===== config.mk =====
export PLATFORM = sky130hd
export DESIGN_NAME = vload_unit
export DESIGN_NICKNAME = d
export VERILOG_FILES = /design/src/rtl/vload_pkg.sv /design/src/rtl/vload_decode.sv /design/src/rtl/vload_agu.sv /design/src/rtl/vload_zext.sv /design/src/rtl/vload_unit.sv
export SDC_FILE = /design/constraint.sdc
export NUM_CORES = 1
export LEC_CHECK = 0
export BUFFER_PORTS_ARGS = -buffer_cell sky130_fd_sc_hd__buf_2
export CAP_MARGIN = 20
export CORE_AREA = 2 2 199 201
export CTS_CLUSTER_SIZE = 40
export DETAILED_ROUTE_END_ITERATION = 8
export DIE_AREA = 0 0 201 203
export MAX_ROUTING_LAYER = met4
export PLACE_DENSITY = 0.52
export REMOVE_ABC_BUFFERS = 1
export SLEW_MARGIN = 20
export SYNTH_ARGS = -nofsm -noshare
export SYNTH_HDL_FRONTEND = slang
export SYNTH_SLANG_ARGS = --single-unit

===== constraint.sdc =====
create_clock -name clk_i -period 2.6 [get_ports clk_i]
set_input_delay 0.13 -clock clk_i [delete_from_list [all_inputs] [get_ports clk_i]]
set_output_delay 0.13 -clock clk_i [all_outputs]
set_load 0.005 [all_outputs]

===== src/rtl/vload_pkg.sv =====
package vload_pkg;
  typedef enum logic [1:0] {ST_IDLE, ST_REQ, ST_WAIT} st_e;

  typedef struct packed {
    logic [2:0] scale;
    logic [4:0] rn;
    logic [4:0] rt;
    logic [8:0] imm;
    logic       undef;
  } dec_t;
endpackage


===== src/rtl/vload_decode.sv =====
module vload_decode
  import vload_pkg::*;
(
  input  logic [31:0] insn_i,
  output dec_t        dec_o
);
  logic       class_ok;
  logic [1:0] size;
  logic [1:0] opc;

  assign size = insn_i[31:30];
  assign opc  = insn_i[23:22];

  // fixed bits plus load direction (opc[0])
  assign class_ok = (insn_i[29:27] == 3'b111) && insn_i[26] && (insn_i[25:24] == 2'b00)
                 && !insn_i[21] && (insn_i[11:10] == 2'b00) && opc[0];

  always_comb begin
    dec_o.rn    = insn_i[9:5];
    dec_o.rt    = insn_i[4:0];
    dec_o.imm   = insn_i[20:12];
    dec_o.scale = opc[1] ? 3'd4 : {1'b0, size};
    dec_o.undef = !class_ok || (opc[1] && (size != 2'b00));
  end
endmodule


===== src/rtl/vload_agu.sv =====
module vload_agu #(
  parameter int ADDR_W    = 64,
  parameter int IMM_W     = 9,
  parameter int IDX_W     = 5,
  parameter int ALIGN_LSB = 4
) (
  input  logic [IDX_W-1:0]  rn_i,
  input  logic [IMM_W-1:0]  imm_i,
  input  logic [ADDR_W-1:0] gpr_i,
  input  logic [ADDR_W-1:0] sp_i,
  input  logic              chk_en_i,
  output logic [ADDR_W-1:0] addr_o,
  output logic              tag_chk_o,
  output logic              misalign_o
);
  localparam logic [IDX_W-1:0] SP_IDX = {IDX_W{1'b1}};

  logic              use_sp;
  logic [ADDR_W-1:0] base;
  logic [ADDR_W-1:0] offs;

  assign use_sp     = (rn_i == SP_IDX);
  assign base       = use_sp ? sp_i : gpr_i;
  assign offs       = {{(ADDR_W-IMM_W){imm_i[IMM_W-1]}}, imm_i};
  assign addr_o     = base + offs;
  assign tag_chk_o  = !use_sp;
  assign misalign_o = use_sp && chk_en_i && (sp_i[ALIGN_LSB-1:0] != '0);
endmodule


===== src/rtl/vload_zext.sv =====
module vload_zext #(
  parameter int DATA_W = 128
) (
  input  logic [2:0]        scale_i,
  input  logic [DATA_W-1:0] data_i,
  output logic [DATA_W-1:0] data_o
);
  localparam int NB = DATA_W / 8;

  for (genvar g = 0; g < NB; g++) begin : g_lane
    assign data_o[g*8 +: 8] = (g < (32'd1 << scale_i)) ? data_i[g*8 +: 8] : 8'h00;
  end
endmodule


===== src/rtl/vload_unit.sv =====
module vload_unit
  import vload_pkg::*;
#(
  parameter int ADDR_W    = 64,
  parameter int VREG_W    = 128,
  parameter int IDX_W     = 5,
  parameter int ALIGN_LSB = 4
) (
  input  logic              clk_i,
  input  logic              rst_ni,
  input  logic              insn_valid_i,
  input  logic [31:0]       insn_i,
  output logic              insn_ready_o,
  input  logic              fp_en_i,
  input  logic [1:0]        el_i,
  input  logic              sp_align_chk_i,
  output logic [IDX_W-1:0]  gpr_idx_o,
  input  logic [ADDR_W-1:0] gpr_data_i,
  input  logic [ADDR_W-1:0] sp_i,
  output logic              req_valid_o,
  input  logic              req_ready_i,
  output logic [ADDR_W-1:0] req_addr_o,
  output logic [2:0]        req_size_o,
  output logic              req_priv_o,
  output logic              req_tag_chk_o,
  output logic              req_nontemp_o,
  input  logic              rsp_valid_i,
  input  logic [VREG_W-1:0] rsp_data_i,
  output logic              vrf_we_o,
  output logic [IDX_W-1:0]  vrf_idx_o,
  output logic [VREG_W-1:0] vrf_data_o,
  output logic              undef_o,
  output logic              fp_trap_o,
  output logic              align_fault_o
);
  st_e               state_q;
  dec_t              dec;
  logic [ADDR_W-1:0] addr_d, addr_q;
  logic              tag_d, tag_q, misalign;
  logic [2:0]        scale_q;
  logic              priv_q;
  logic [IDX_W-1:0]  rt_q;
  logic              accept, go;
  logic              undef_q, trap_q, align_q;

  vload_decode u_dec (.insn_i(insn_i), .dec_o(dec));

  vload_agu #(.ADDR_W(ADDR_W), .IMM_W(9), .IDX_W(IDX_W), .ALIGN_LSB(ALIGN_LSB)) u_agu (
    .rn_i(dec.rn), .imm_i(dec.imm), .gpr_i(gpr_data_i), .sp_i(sp_i),
    .chk_en_i(sp_align_chk_i), .addr_o(addr_d), .tag_chk_o(tag_d), .misalign_o(misalign)
  );

  vload_zext #(.DATA_W(VREG_W)) u_zext (
    .scale_i(scale_q), .data_i(rsp_data_i), .data_o(vrf_data_o)
  );

  assign gpr_idx_o    = dec.rn;
  assign insn_ready_o = (state_q == ST_IDLE);
  assign accept       = insn_valid_i && insn_ready_o;
  // priority: undefined > fp disabled > sp alignment
  assign go           = accept && !dec.undef && fp_en_i && !misalign;

  always_ff @(posedge clk_i or negedge rst_ni) begin
    if (!rst_ni) begin
      state_q <= ST_IDLE;
      addr_q  <= '0;
      scale_q <= '0;
      tag_q   <= 1'b0;
      priv_q  <= 1'b0;
      rt_q    <= '0;
      undef_q <= 1'b0;
      trap_q  <= 1'b0;
      align_q <= 1'b0;
    end else begin
      undef_q <= accept && dec.undef;
      trap_q  <= accept && !dec.undef && !fp_en_i;
      align_q <= accept && !dec.undef && fp_en_i && misalign;
      unique case (state_q)
        ST_IDLE: if (go) begin
          state_q <= ST_REQ;
          addr_q  <= addr_d;
          scale_q <= dec.scale;
          tag_q   <= tag_d;
          priv_q  <= (el_i != 2'd0);
          rt_q    <= dec.rt;
        end
        ST_REQ:  if (req_ready_i) state_q <= ST_WAIT;
        ST_WAIT: if (rsp_valid_i) state_q <= ST_IDLE;
        default: state_q <= ST_IDLE;
      endcase
    end
  end

  assign req_valid_o   = (state_q == ST_REQ);
  assign req_addr_o    = addr_q;
  assign req_size_o    = scale_q;
  assign req_priv_o    = priv_q;
  assign req_tag_chk_o = tag_q;
  assign req_nontemp_o = 1'b0;
  assign vrf_we_o      = (state_q == ST_WAIT) && rsp_valid_i;
  assign vrf_idx_o     = rt_q;
  assign undef_o       = undef_q;
  assign fp_trap_o     = trap_q;
  assign align_fault_o = align_q;

  p_one_fault_r8: assert property (@(posedge clk_i) disable iff (!rst_ni)
    $onehot0({undef_o, fp_trap_o, align_fault_o}));

  p_fault_no_req_r3: assert property (@(posedge clk_i) disable iff (!rst_ni)
    (undef_o || fp_trap_o || align_fault_o) |-> !req_valid_o);

  p_req_hold_r11: assert property (@(posedge clk_i) disable iff (!rst_ni)
    (req_valid_o && !req_ready_i) |=> (req_valid_o && $stable(req_addr_o) && $stable(req_size_o)));

  p_req_after_accept_r11: assert property (@(posedge clk_i) disable iff (!rst_ni)
    $rose(req_valid_o) |-> $past(insn_valid_i));

  p_no_accept_busy_r11: assert property (@(posedge clk_i) disable iff (!rst_ni)
    vrf_we_o |-> !insn_ready_o);
endmodule


==> impl_metrics.yaml <==
global_routing:
  grt.total_usage_pct: 25.5
  first_pass_grt_wire_length_microns: 73700
  overflow_left_after_global_routing: 0
  first_global_vias: 11346
  grt_max_degree: 67
  grt_antenna_before_repair: 25
timing:
  setup_slack_ns: -0.498
  post_layout_min_period_ns: 3.10
  timing_hold_violations_final: 0
  fin_crit_sh_pct: 119
  setup_violations: 46
  fmax_ghz: 0.323
  clock-skew-final_ns: 0.00795
  slew_headroom_pct: 42.5
  tightest_slew_ns: 0.860
  grt_setup_unrepaired: "yes"
  max_slew_vio_count: 0
placed_design:
  dp_cells: 2311
  placedInstanceArea_sq_um: 13600
  place.detailed.hpwl_microns: 42900
  gp_congestion: 0.935
  place_ws_ns: -1.20
  buffer_ports.inserted: 493
synth:
  post_synth_instance_area_sq_um: 8480
  synth_largest_area_cell: "dfrtp_1"
  synth_area_per_cell_sq_um: 7.80
  synth-seq-cells: 79
  synth-main-ff-cell: "dfrtp_1"
  synth.top_cells.by_area: "dfrtp_1, ha_1, mux2_2"
  synth-warning-count: 0
  area_share_of_the_largest_cell_type_after_synthesis_pct: 23.3
  register_area_share_after_synthesis_pct: 23.3
  synth.top_cells.by_count: "nand2_1, o21ai_0, dfrtp_1"
  synth_async_sr_flop_share_pct: 100
  synth_cells: 1088
  synth-edff-count: 0
  yosys.cell_count.top_type: "nand2_1"
  yosysUniqueCellTypes: 69
worst_setup_path:
  cp_top_family: "compound AO/OA/AOI/OAI gates"
  worst_path_max_delay_cell: "o31ai_4"
  cp.buffers_inverters: 4
  timing.critical_path.mode_cell: "buf_12"
  timing.critical_path.arrival_ns: 3.36
  end_kind: "register"
  cp_cell_sequence: "buf_6 -> and3_4 -> nand3_4 -> buf_12 -> buf_12 -> buf_12 -> mux2_4 -> ha_4 -> nand2_4 -> nor2_4 -> nand2_1 -> or3_1 -> o211ai_1 -> a21oi_4 -> o31ai_4 -> a311oi_2 -> a221o_1"
  critical_path.max_fanout: 5
  worstSetupStartpointType: "input pin"
  timing.critical_path.slowest_cell_delay_ns: 0.38
  critical_path_required_time_ns: 2.86
  cp_class: "in -> reg"
floorplan:
  initial_core_util_pct: 22.0
  placementRows: 72
  die_w_microns: 201
  core_region_area_sq_um: 38500
  ports_placed_on_the_boundary: 511
  die_height_microns: 203
  floorplan.die_area_sq_um: 40800
detailed_routing:
  drtIter0Drc: 680
  drt_wl_total_microns: 52100
  post_drt_wl_per_cell_microns: 21.7
  drt_drc_violations_left: 0
  viasPerCell: 4.71
  antenna_left: 0
  drt-pass1-iter-count: 5
  route.vias.total: 11322
final_layout:
  seq_area_sq_um: 1980
  proportion_of_layout_cells_with_a_drive_suffix_above_1_pct: 59.1
  fillerInstances: 3923
  stdcell_area_sq_um: 16100
  multi_input_area_sq_um: 7650
  area.growth.synth_to_final_pct: 90.2
  finish.net_count: 2232
  post_layout_nonfiller_instances: 2405
run:
  max_cap_check_violation_count: 0
clocking:
  clock_latency_ns: 0.38
  cts_max_path_buffers: 2
  clk_pin_slew_ns: 0.07
  cts_inserted_buffers: 9
  clockRootBuffer: "clkbuf_16"
  tritoncts_clock_tree: "yes"
  cts-htree-levels: 3
  tritoncts_num_sinks: 79
power_and_ir_drop:
  powerDensity_nw_per_um2: 341
  p_leak_nw: 8.18
  vdd.ir_drop.worst_mv: 0.342
outcome:
  outcome: "finished, violations left"
  failed_checks: "setup timing"
worst_hold_path:
  holdCritPathClass: "in -> reg"
[layout make-up]
| type | count | share of cell area [%] |
|---|---|---|
| inverter | 18 | 0.419 |
| multi-input combinational | 917 | 47.4 |
| sequential | 79 | 12.3 |
| timing repair buffer | 840 | 33.6 |
| clock buffer | 14 | 1.76 |
| antenna | 17 | 0.264 |
| clock inverter | 2 | 0.233 |
| tap | 518 | 4.02 |
[state kept, by name, summed over array words and instances (netlist names), 2 cells and up]
name        cells
vrf_idx_o       5
req_size_o      3
state_q         2
req_addr_o     64
[where the power goes]
group	switching, W	total [W]	internal [W]
clock network	0.000626	0.00148	0.000852
logic	0.00130	0.00278	0.00148
registers	0.00000466	0.00124	0.00124
[metrics by stage]
step                      utilization (%)  total power, W  TNS (ns)  hold WS [ns]
after floorplan                         -         0.00220   -175.88        -0.166
after global routing                 41.9         0.00579    -18.95        0.0501
after global placement               35.3         0.00337    -45.02         0.165
after CTS                            40.2         0.00530    -11.77       0.00201
after detailed placement             35.3         0.00337    -45.50         0.178
final                                41.9         0.00550    -12.88        0.0257
[logic make-up after synthesis]
group,after synthesis,share of synthesized area [%]
AOI/OAI and AO/OA,307,23.5
xor gates and xnor gates,47,4.85
adders and majority gates,70,10.4
buffers and inverters,93,4.43
DFF,79,23.3
muxes,64,8.48
other,1,0.0442
and+or+nand+nor,427,24.9
[routing by layer]
layer  GRT usage (%)  share of wire, %
met3            6.10               7.7
met4            9.92               3.5
met5               -                 0
met1            31.0                42
met2            40.7                47
[timing repair]
action                                  in CTS  in global routing
pin swaps                                   83                 81
hold endpoints to repair                    46                  0
hold buffers                                13                  0
cloned                                       3                  0
endpoints found under the setup margin      50                 51
setup buffers                               33                 23
resized for setup                          234                 98
[path summary, 6_finish.rpt]
path	start	end	slack, ns	depth (start not counted)
min reg2reg	req_addr_o[30]$_DFFE_PN0P_	req_addr_o[30]$_DFFE_PN0P_	0.48	2
max in group asynchronous	rst_ni	fp_trap_o$_DFF_PN0_	1.63	3
max	insn_i[5]	req_addr_o[56]$_DFFE_PN0P_	-0.50	17
min	insn_i[30]	req_size_o[0]$_DFFE_PN0P_	0.03	3
max reg2reg	state_q[0]$_DFFE_PN0P_	req_priv_o$_DFFE_PN0P_	0.38	9
min in group asynchronous	rst_ni	req_addr_o[31]$_DFFE_PN0P_	0.29	2
[worst min-delay path, stage by stage]
cell      delay [ns]
buf_2           0.10
nand2b_1        0.06
o21ai_0         0.07
[cell usage in the layout (no fill, tap or decap), types with 11 or more instances in the layout]
cell type	synthesis	routed
xnor2_1	27	11
buf_2	2	489
xnor2_2	0	12
diode_2	0	17
ha_4	0	38
buf_6	0	39
ha_1	69	28
dlygate4sd3_1	0	13
nor2b_1	59	59
a21oi_2	3	32
o21ai_2	0	13
nand4_1	25	25
mux2_4	0	13
inv_1	18	18
a21o_1	37	36
nand2_1	158	148
nor3_1	19	15
o21a_1	11	11
o21ai_1	16	40
a21oi_1	78	41
o211ai_1	15	15
xor2_1	20	14
buf_4	6	286
and2_1	65	65
nor2_1	55	44
mux2_2	63	50
o21ai_0	81	36
dfrtp_1	79	78
Note: power is estimated with default switching activity, not from simulation.
